## src/rtl/dsar_pkg.sv

```systemverilog
package dsar_pkg;
    typedef enum logic [1:0] {
        ST_IDLE = 2'd0,
        ST_NEG  = 2'd1,
        ST_POS  = 2'd2,
        ST_DONE = 2'd3
    } dsar_state_t;

    localparam logic [1:0] MODE_DIFF = 2'b00;
    localparam logic [1:0] MODE_SE   = 2'b01;
endpackage

```

## src/rtl/sar_side.sv

```systemverilog
module sar_side #(
    parameter int RES_W = 16,
    localparam int IDX_W = $clog2(RES_W)
) (
    input  logic             clk,
    input  logic             rst_n,
    input  logic             clear,
    input  logic             step_en,
    input  logic [IDX_W-1:0] idx,
    input  logic             keep,
    output logic [RES_W-1:0] dac
);
    logic [RES_W-1:0] code_q;

    always_ff @(posedge clk or negedge rst_n) begin
        if (!rst_n) begin
            code_q <= '0;
        end else if (clear) begin
            code_q <= '0;
        end else if (step_en) begin
            code_q[idx] <= keep;
        end
    end

    always_comb begin
        dac = code_q;
        if (step_en) begin
            dac[idx] = 1'b1;
        end
    end
endmodule

```

## src/rtl/dsar_fsm.sv

```systemverilog
module dsar_fsm
    import dsar_pkg::*;
#(
    parameter int RES_W     = 16,
    parameter int LOW_W     = 12,
    parameter int NEG_STEPS = 5,
    localparam int IDX_W    = $clog2(RES_W)
) (
    input  logic             clk,
    input  logic             rst_n,
    input  logic             start,
    input  logic [1:0]       mode,
    output logic             clear,
    output logic             neg_en,
    output logic             pos_en,
    output logic [IDX_W-1:0] idx,
    output logic             busy,
    output logic             done
);
    localparam logic [IDX_W-1:0] TOP_IDX  = IDX_W'(RES_W - 1);
    localparam logic [IDX_W-1:0] NEG_LAST = IDX_W'(RES_W - NEG_STEPS);
    localparam logic [IDX_W-1:0] LOW_LAST = IDX_W'(RES_W - LOW_W);

    dsar_state_t      state_q, state_d;
    logic [IDX_W-1:0] idx_q, idx_d;
    logic [1:0]       mode_q, mode_d;
    logic [IDX_W-1:0] pos_last;

    assign pos_last = mode_q[1] ? LOW_LAST : '0;

    always_comb begin
        state_d = state_q;
        idx_d   = idx_q;
        mode_d  = mode_q;
        unique case (state_q)
            ST_IDLE: begin
                if (start) begin
                    mode_d  = mode;
                    idx_d   = TOP_IDX;
                    state_d = (mode == MODE_DIFF) ? ST_NEG : ST_POS;
                end
            end
            ST_NEG: begin
                if (idx_q == NEG_LAST) begin
                    idx_d   = TOP_IDX;
                    state_d = ST_POS;
                end else begin
                    idx_d = idx_q - 1'b1;
                end
            end
            ST_POS: begin
                if (idx_q == pos_last) begin
                    state_d = ST_DONE;
                end else begin
                    idx_d = idx_q - 1'b1;
                end
            end
            ST_DONE: state_d = ST_IDLE;
        endcase
    end

    always_ff @(posedge clk or negedge rst_n) begin
        if (!rst_n) begin
            state_q <= ST_IDLE;
            idx_q   <= '0;
            mode_q  <= MODE_DIFF;
        end else begin
            state_q <= state_d;
            idx_q   <= idx_d;
            mode_q  <= mode_d;
        end
    end

    always_comb begin
        clear  = 1'b0;
        neg_en = 1'b0;
        pos_en = 1'b0;
        busy   = 1'b0;
        done   = 1'b0;
        unique case (state_q)
            ST_IDLE: clear = start;
            ST_NEG: begin
                neg_en = 1'b1;
                busy   = 1'b1;
            end
            ST_POS: begin
                pos_en = 1'b1;
                busy   = 1'b1;
            end
            ST_DONE: done = 1'b1;
        endcase
    end

    assign idx = idx_q;
endmodule

```

## src/rtl/dsar_diff.sv

```systemverilog
module dsar_diff #(
    parameter int RES_W = 16
) (
    input  logic [RES_W-1:0]        pos_code,
    input  logic [RES_W-1:0]        neg_code,
    output logic signed [RES_W:0]   diff
);
    assign diff = $signed({1'b0, pos_code}) - $signed({1'b0, neg_code});
endmodule

```

## src/rtl/dsar_seq.sv

```systemverilog
module dsar_seq #(
    parameter int RES_W     = 16,
    parameter int LOW_W     = 12,
    parameter int NEG_STEPS = 5
) (
    input  logic                  clk,
    input  logic                  rst_n,
    input  logic                  start,
    input  logic [1:0]            mode,
    input  logic                  cmp_neg,
    input  logic                  cmp_pos,
    output logic [RES_W-1:0]      dac_neg,
    output logic [RES_W-1:0]      dac_pos,
    output logic                  busy,
    output logic                  done,
    output logic signed [RES_W:0] result
);
    localparam int IDX_W = $clog2(RES_W);

    logic             clear, neg_en, pos_en;
    logic [IDX_W-1:0] idx;

    dsar_fsm #(
        .RES_W(RES_W), .LOW_W(LOW_W), .NEG_STEPS(NEG_STEPS)
    ) u_fsm (
        .clk(clk), .rst_n(rst_n), .start(start), .mode(mode),
        .clear(clear), .neg_en(neg_en), .pos_en(pos_en), .idx(idx),
        .busy(busy), .done(done)
    );

    sar_side #(.RES_W(RES_W)) u_neg (
        .clk(clk), .rst_n(rst_n), .clear(clear), .step_en(neg_en),
        .idx(idx), .keep(cmp_neg), .dac(dac_neg)
    );

    sar_side #(.RES_W(RES_W)) u_pos (
        .clk(clk), .rst_n(rst_n), .clear(clear), .step_en(pos_en),
        .idx(idx), .keep(cmp_pos), .dac(dac_pos)
    );

    dsar_diff #(.RES_W(RES_W)) u_diff (
        .pos_code(dac_pos), .neg_code(dac_neg), .diff(result)
    );
endmodule

```

## config.mk

```make
export PLATFORM = sky130hd
export DESIGN_NAME = dsar_seq
export DESIGN_NICKNAME = d
export VERILOG_FILES = /design/src/rtl/dsar_pkg.sv /design/src/rtl/sar_side.sv /design/src/rtl/dsar_fsm.sv /design/src/rtl/dsar_diff.sv /design/src/rtl/dsar_seq.sv
export SDC_FILE = /design/constraint.sdc
export NUM_CORES = 1
export LEC_CHECK = 0
export ABC_CLOCK_PERIOD_IN_PS = 6570
export BUFFER_PORTS_ARGS = -buffer_cell sky130_fd_sc_hd__buf_2
export CAP_MARGIN = 5
export CORE_MARGIN = 10
export CORE_UTILIZATION = 45
export DETAILED_ROUTE_END_ITERATION = 12
export GPL_TIMING_DRIVEN = 1
export MAX_ROUTING_LAYER = met4
export PLACE_DENSITY = 0.7
export SLEW_MARGIN = 0
export SYNTH_ARGS = -nofsm -noshare
export SYNTH_HDL_FRONTEND = slang
export SYNTH_SLANG_ARGS = --single-unit
export TNS_END_PERCENT = 20
```

## constraint.sdc

```tcl
create_clock -name clk -period 6.57 [get_ports clk]
set_clock_uncertainty 0.1 [all_clocks]
set_input_delay 0.3285 -clock clk [delete_from_list [all_inputs] [get_ports clk]]
set_output_delay 0.3285 -clock clk [all_outputs]
set_load 0.05 [all_outputs]
```

==> results of run 1 <==
## through the flow
stage / instances / util / setup WS [ns] / hold slack [ns]
after floorplan: 353 / - / 2.11 / -0.0671
after global placement: 476 / 0.516 / 2.72 / 0.393
after detailed placement: 476 / 0.516 / 2.68 / 0.396
after CTS: 484 / 0.537 / 2.34 / 0.0766
after global routing: 484 / 0.537 / 2.10 / 0.116
final: 484 / 0.537 / 2.35 / 0.0537
## critical path: stages, from the launching register on
cell,delay [ns]
dfrtp_1,0.47
nor2_1,0.50
nand3_1,0.21
nand2b_1,0.18
ha_1,0.25
nor2b_1,0.14
o31a_1,0.28
o311a_1,0.41
or4_1,0.55
o211ai_2,0.10
xor2_1,0.15
buf_2,0.28
## cell usage after synthesis, types with 4 or more instances
master,number,area [sq um]
mux2i_1,31,310
nand3_1,10,50.1
nor2_1,76,285
o31a_1,4,35.0
dfrtp_1,39,976
a21oi_1,16,80.1
xor2_1,6,52.6
clkbuf_1,12,45.0
ha_1,25,313
a21o_1,5,37.5
nand2_1,26,97.6
nand2b_1,9,56.3
inv_1,23,86.3
or2_2,18,113
o21ai_0,17,85.1
xnor2_1,8,70.1
## layer usage
layer,wire length [um],vias to the layer above,part of all wire
met1,3250,1154,0.46
li1,-,1281,-
met2,3340,61,0.47
met3,403,9,0.057
met5,0,-,0
met4,110,0,0.015
## final timing paths
path | end | cells past startpoint | slack, ns | from
worst max-delay path | result[15] | 11 | 2.35 | u_fsm.idx[2]
max in group asynchronous | u_pos.code_q[15] | 1 | 5.76 | rst_n
worst min-delay path | u_neg.code_q[5] | 1 | 0.05 | rst_n
worst min register to register | u_neg.code_q[0] | 2 | 0.41 | u_neg.code_q[0]
worst max register to register | u_fsm.idx[3] | 7 | 4.58 | u_fsm.state_q[1]
min in group clk | u_fsm.mode_q[1] | 2 | 0.18 | mode[1]
## layout make-up
| class | instances | share of cell area |
|---|---|---|
| Tap cell | 77 | 0.0284 |
| Inverter | 23 | 0.0255 |
| Sequential cell | 39 | 0.288 |
| Clock buffer | 6 | 0.0214 |
| Multi-Input combinational cell | 279 | 0.533 |
| Clock inverter | 2 | 0.0177 |
| Timing Repair Buffer | 58 | 0.0863 |
## sequential cells by signal (all words and copies together) (netlist names)
| signal | cells |
|---|---|
| u_neg.code_q | 16 |
| u_pos.code_q | 16 |
| u_fsm.idx | 4 |
| u_fsm.state_q | 2 |
| u_fsm.mode_q | 1 |
## logic make-up after synthesis
| group | share of synthesized area |
|---|---|
| multiplexers | 0.110 |
| adder cells (fa/ha/maj) | 0.114 |
| AND/OR/NAND/NOR | 0.226 |
| AO/OA/AOI/OAI | 0.127 |
| XOR/XNOR | 0.0421 |
| flip-flops | 0.335 |
| buffers and inverters | 0.0451 |
==> flow_summary_export.csv, run 1 <==
group,metric,value,unit
drt,drc_errors,0,
floorplan,die_w,100,um
sta,drv_slew,0,
grt,use_met1,0.179,
sta,setup_viol,0,
cts,clk_latency,0.29,ns
sta,clock.fmax,237,MHz
yosys,synth_edf_count,0,
placed_design,hpwl,5540,um
critical_path,arrival,3.80,ns
sta,max-slew-margin-rel,0.409,
finish,fillers,613,
finish,design_area,3390,sq um
placed_design,io_buffers,57,
finish,num-nets-final,439,
cts,cts_tree,"built",
sta,tns,0,ns
yosys,yosysWarnings,0,
critical_path,crit_type,"register to output port",
drt,drt_iter0_drc,176,
status,status,"completed",
finish,layout_common_cells,"nor2_1 (76), buf_2 (57), dfrtp_1 (39), mux2i_1 (31), nand2_1 (26)",
finish,seq_area,976,sq um
run,drv_cap,0,
floorplan,dieArea,10100,sq um
finish,synthToLayoutAreaGrowth,16.4,%
yosys,yosysSeqAreaShare,0.335,
yosys,syn_inst,353,
yosys,synth_flop_cell,"dfrtp_1",
cts,numClockSinks,39,
critical_path,crit_fanout,11,
cts,cts_setup_buffers,0,
cts,ctsResizeCount,0,
sta,rsz0062_at_grt,"false",
drt,vias,2505,
min_path,hold_path.class,"input pin to asynchronous set/reset pin",
cts,cts_made_buffers,5,
finish,multi_input_area,1810,sq um
sta,worst_pin_slew,0.887,ns
grt,gr-usage-all-layers,0.148,
cts,ctsHoldBuffers,0,
placed_design,postPlaceCellArea,3260,sq um
floorplan,fp.coreArea,6310,sq um
cts,clk_path_buf_depth,2,
grt,grt-busiest-layer,"met2",
drt,drt.antenna.violating_nets,0,
yosys,synth_fp_nets,386,
yosys,postSynthAreaPerCell,8.26,sq um
grt,grt_overflow,0,
drt,firstDrtPassIters,5,
finish,final_common_cell,"nor2_1",
grt,grt_max_degree,40,
grt,antenna_found_initial,0,
drt,wl,7100,um
grt,gr-usage-met2,0.242,
critical_path,startpoint_type,"register",
finish,n_antenna_cell,0,
cts,cts_htree_levels,2,
floorplan,die_h,100,um
critical_path,required,6.14,ns
drt,wl_per_cell,14.7,um
finish,drive_above_1_share,0.209,
sta,finalHoldViolations,0,
yosys,synth_cell_type_count,35,
sta,fin_crit,4.22,ns
grt,grt_pass1_vias,2527,
floorplan,ios,58,
grt,grt_first_pass_wirelength,12000,um
drt,vias_per_cell,5.18,
yosys,synth-seq-cells,39,
critical_path,cp-end-kind,"output port",
placed_design,place.gp.congestion,0.866,
floorplan,start_util,0.462,
floorplan,rows,29,
sta,post-route-period-util,0.643,
yosys,synthArstFlopShare,1.00,
cts,cts-root-buf,"clkbuf_8",
yosys,netlist_area,2920,sq um
grt,use_met3,0.0281,
cts,clkSlewWorstSetupHoldPaths,0.08,ns
Power of run 1 is left out: the tool's default activity adds up to more than one toggle a clock period on the data nets, which glitch-free logic cannot reach.
==> run 2, diff against run 1 <==
--- a/config.mk
+++ b/config.mk
@@ -5,7 +5,8 @@
 export SDC_FILE = /design/constraint.sdc
 export NUM_CORES = 1
 export LEC_CHECK = 0
-export ABC_CLOCK_PERIOD_IN_PS = 6570
+export ABC_AREA = 1
+export ABC_CLOCK_PERIOD_IN_PS = 4300
 export BUFFER_PORTS_ARGS = -buffer_cell sky130_fd_sc_hd__buf_2
 export CAP_MARGIN = 5
 export CORE_MARGIN = 10
==> constraint.sdc (replaced) <==
create_clock -name clk -period 4.3 [get_ports clk]
set_clock_uncertainty 0.1 [all_clocks]
set_input_delay 0.215 -clock clk [delete_from_list [all_inputs] [get_ports clk]]
set_output_delay 0.215 -clock clk [all_outputs]
set_load 0.05 [all_outputs]
==> flow_summary_export.csv, run 2 <==
group,metric,value,unit
sta,post-route-period-util,0.833,
sta,fin_crit,3.58,ns
sta,worst_pin_slew,1.07,ns
yosys,post-synth-top-count-cell,"nand2_1",
placed_design,hpwl,6980,um
cts,cts_setup_buffers,0,
critical_path,startpoint_type,"register",
finish,drive_above_1_share,0.161,
grt,grt_overflow,0,
drt,firstDrtPassIters,4,
min_path,worstHoldEndpoint,"u_fsm.mode_q[1]",
finish,fillers,726,
drt,vias,3156,
yosys,synthArstFlopShare,1.00,
yosys,synth_flop_cell,"dfrtp_1",
critical_path,slowest_delay,0.42,ns
placed_design,pre_cts_ws,1.03,ns
cts,numClockSinks,39,
critical_path,rr_startpoint,"u_fsm.state_q[0]",
critical_path,path_cells,"inv_1 > ha_1 > inv_1 > buf_4 > o21bai_1 > fa_1 > nand2_1 > o21ai_1 > nand2_1 > nand2_1 > xor2_1 > buf_2",
yosys,synth_area_leaders,"dfrtp_1 (31%), nand2_1 (15%), inv_1 (10%)",
floorplan,dieArea,10800,sq um
finish,num-nets-final,561,
yosys,synth_edf_count,0,
cts,clk_latency,0.29,ns
critical_path,crit_type,"register to output port",
drt,drc_errors,0,
grt,grt_first_pass_wirelength,14300,um
grt,gr-usage-all-layers,0.160,
sta,worst_slack,0.720,ns
cts,cts_made_buffers,5,
yosys,synth_top_area_cell,"dfrtp_1",
floorplan,die_h,104,um
yosys,yosysSeqAreaShare,0.307,
placed_design,place.gp.congestion,0.931,
finish,seq_area,976,sq um
critical_path,critical-path-top-delay-family,"buffers and inverters",
critical_path,crit_buf_inv,4,
cts,clkSlewWorstSetupHoldPaths,0.08,ns
min_path,whs_path_depth,3,
critical_path,r2r_setup_slack,2.14,ns
drt,drt_iter0_drc,143,
critical_path,reg2reg_to,"u_pos.code_q[1]",
critical_path,arrival,3.26,ns
critical_path,crit_fanout,15,
floorplan,ios,58,
cts,cts-root-buf,"clkbuf_8",
finish,layout_common_cells,"nand2_1 (127), inv_1 (85), buf_2 (57), dfrtp_1 (39), nor2_1 (36)",
grt,grt_pass1_vias,2970,
yosys,postSynthAreaPerCell,6.69,sq um
grt,grt_max_degree,40,
yosys,synth-seq-cells,39,
floorplan,rows,30,
floorplan,start_util,0.465,
sta,rsz0062_at_grt,"false",
sta,setup_viol,0,
cts,clk_path_buf_depth,2,
sta,clock.fmax,279,MHz
critical_path,required,3.98,ns
drt,vias_per_cell,5.05,
min_path,hold_path.class,"input pin to register",
yosys,yosysWarnings,0,
min_path,min_from,"mode[1]",
placed_design,io_buffers,57,
critical_path,crit_path_frequent_cell,"nand2_1",
floorplan,fp.coreArea,6830,sq um
status,status,"completed",
grt,antenna_found_initial,0,
finish,multi_input_area,1790,sq um
finish,synthToLayoutAreaGrowth,15.2,%
critical_path,cp-end-kind,"output port",
drt,drt.antenna.violating_nets,0,
yosys,syn_inst,475,
finish,final_common_cell,"nand2_1",
sta,tns,0,ns
yosys,netlist_area,3180,sq um
drt,wl,8610,um
sta,drv_slew,0,
run,drv_cap,0,
yosys,synth_fp_nets,508,
cts,cts_tree,"built",
cts,cts_htree_levels,2,
sta,max-slew-margin-rel,0.286,
sta,finalHoldViolations,0,
drt,wl_per_cell,13.8,um
sta,fin_hold_ws,0.0351,ns
finish,final_util,0.536,
yosys,synthTopCellsByCount,"nand2_1 (127), inv_1 (85), dfrtp_1 (39), nor2_1 (36), nand3_1 (29)",
critical_path,r2r_cells,7,
finish,n_antenna_cell,0,
floorplan,die_w,104,um
critical_path,cp_slowest_cell,"dfrtp_1",
yosys,synth_cell_type_count,29,
yosys,synth.top_cell.area_share,0.307,
run 2: worst reg2reg max path: stages (launching register included):
cell,delay (ns)
dfrtp_1,0.42
inv_1,0.10
ha_1,0.33
inv_1,0.28
buf_4,0.28
o21bai_1,0.35
o31ai_1,0.13
nor2_1,0.10
run 2: kinds of logic after synthesis:
group | after synthesis | share of synthesized area
flip-flops | 39 | 0.307
adder cells (fa/ha/maj) | 26 | 0.105
AND/OR/NAND/NOR | 226 | 0.301
buffers and inverters | 107 | 0.130
AO/OA/AOI/OAI | 69 | 0.135
XOR/XNOR | 8 | 0.0221
run 2: routing by layer:
metal | GRT usage | vias up | wire, um | share of wire
li1 | - | 1612 | - | -
met1 | 0.202 | 1462 | 4070 | 0.47
met2 | 0.259 | 76 | 4080 | 0.47
met3 | 0.0397 | 6 | 407 | 0.047
met4 | 0.0229 | 0 | 50 | 0.0058
met5 | - | - | 0 | 0
run 2: worst max path at each step:
stage | from | to | depth (start not counted)
after floorplan | u_fsm.idx[0] | result[16] | 13
after global routing | u_fsm.state_q[0] | result[8] | 14
after global placement | u_fsm.state_q[0] | result[8] | 12
after CTS | u_fsm.state_q[0] | result[8] | 12
after detailed placement | u_fsm.state_q[0] | result[8] | 12
final | u_fsm.state_q[0] | result[8] | 12
run 2: final cells by class:
type,count,area share
clock buffers,6,0.0226
flip-flops and latches,39,0.267
clock inverters,2,0.00957
inverters,93,0.0954
repair buffers,60,0.0848
well taps,96,0.0328
multi-input cells,329,0.488
run 2: metrics by stage:
stage | instances | instance area, sq um
3_3_place_gp | 616 | 3530
3_5_place_dp | 616 | 3530
6_report | 625 | 3660
2_1_floorplan | 475 | 3180
4_1_cts | 625 | 3660
5_1_grt | 625 | 3660
run 2: repair_timing:
| item | 4_1_cts | 5_1_grt |
|---|---|---|
| hold buffers | 1 | 0 |
| resized for setup | 0 | 0 |
| endpoints found under the hold margin | 39 | 0 |
Power of run 2 is left out for the same reason.
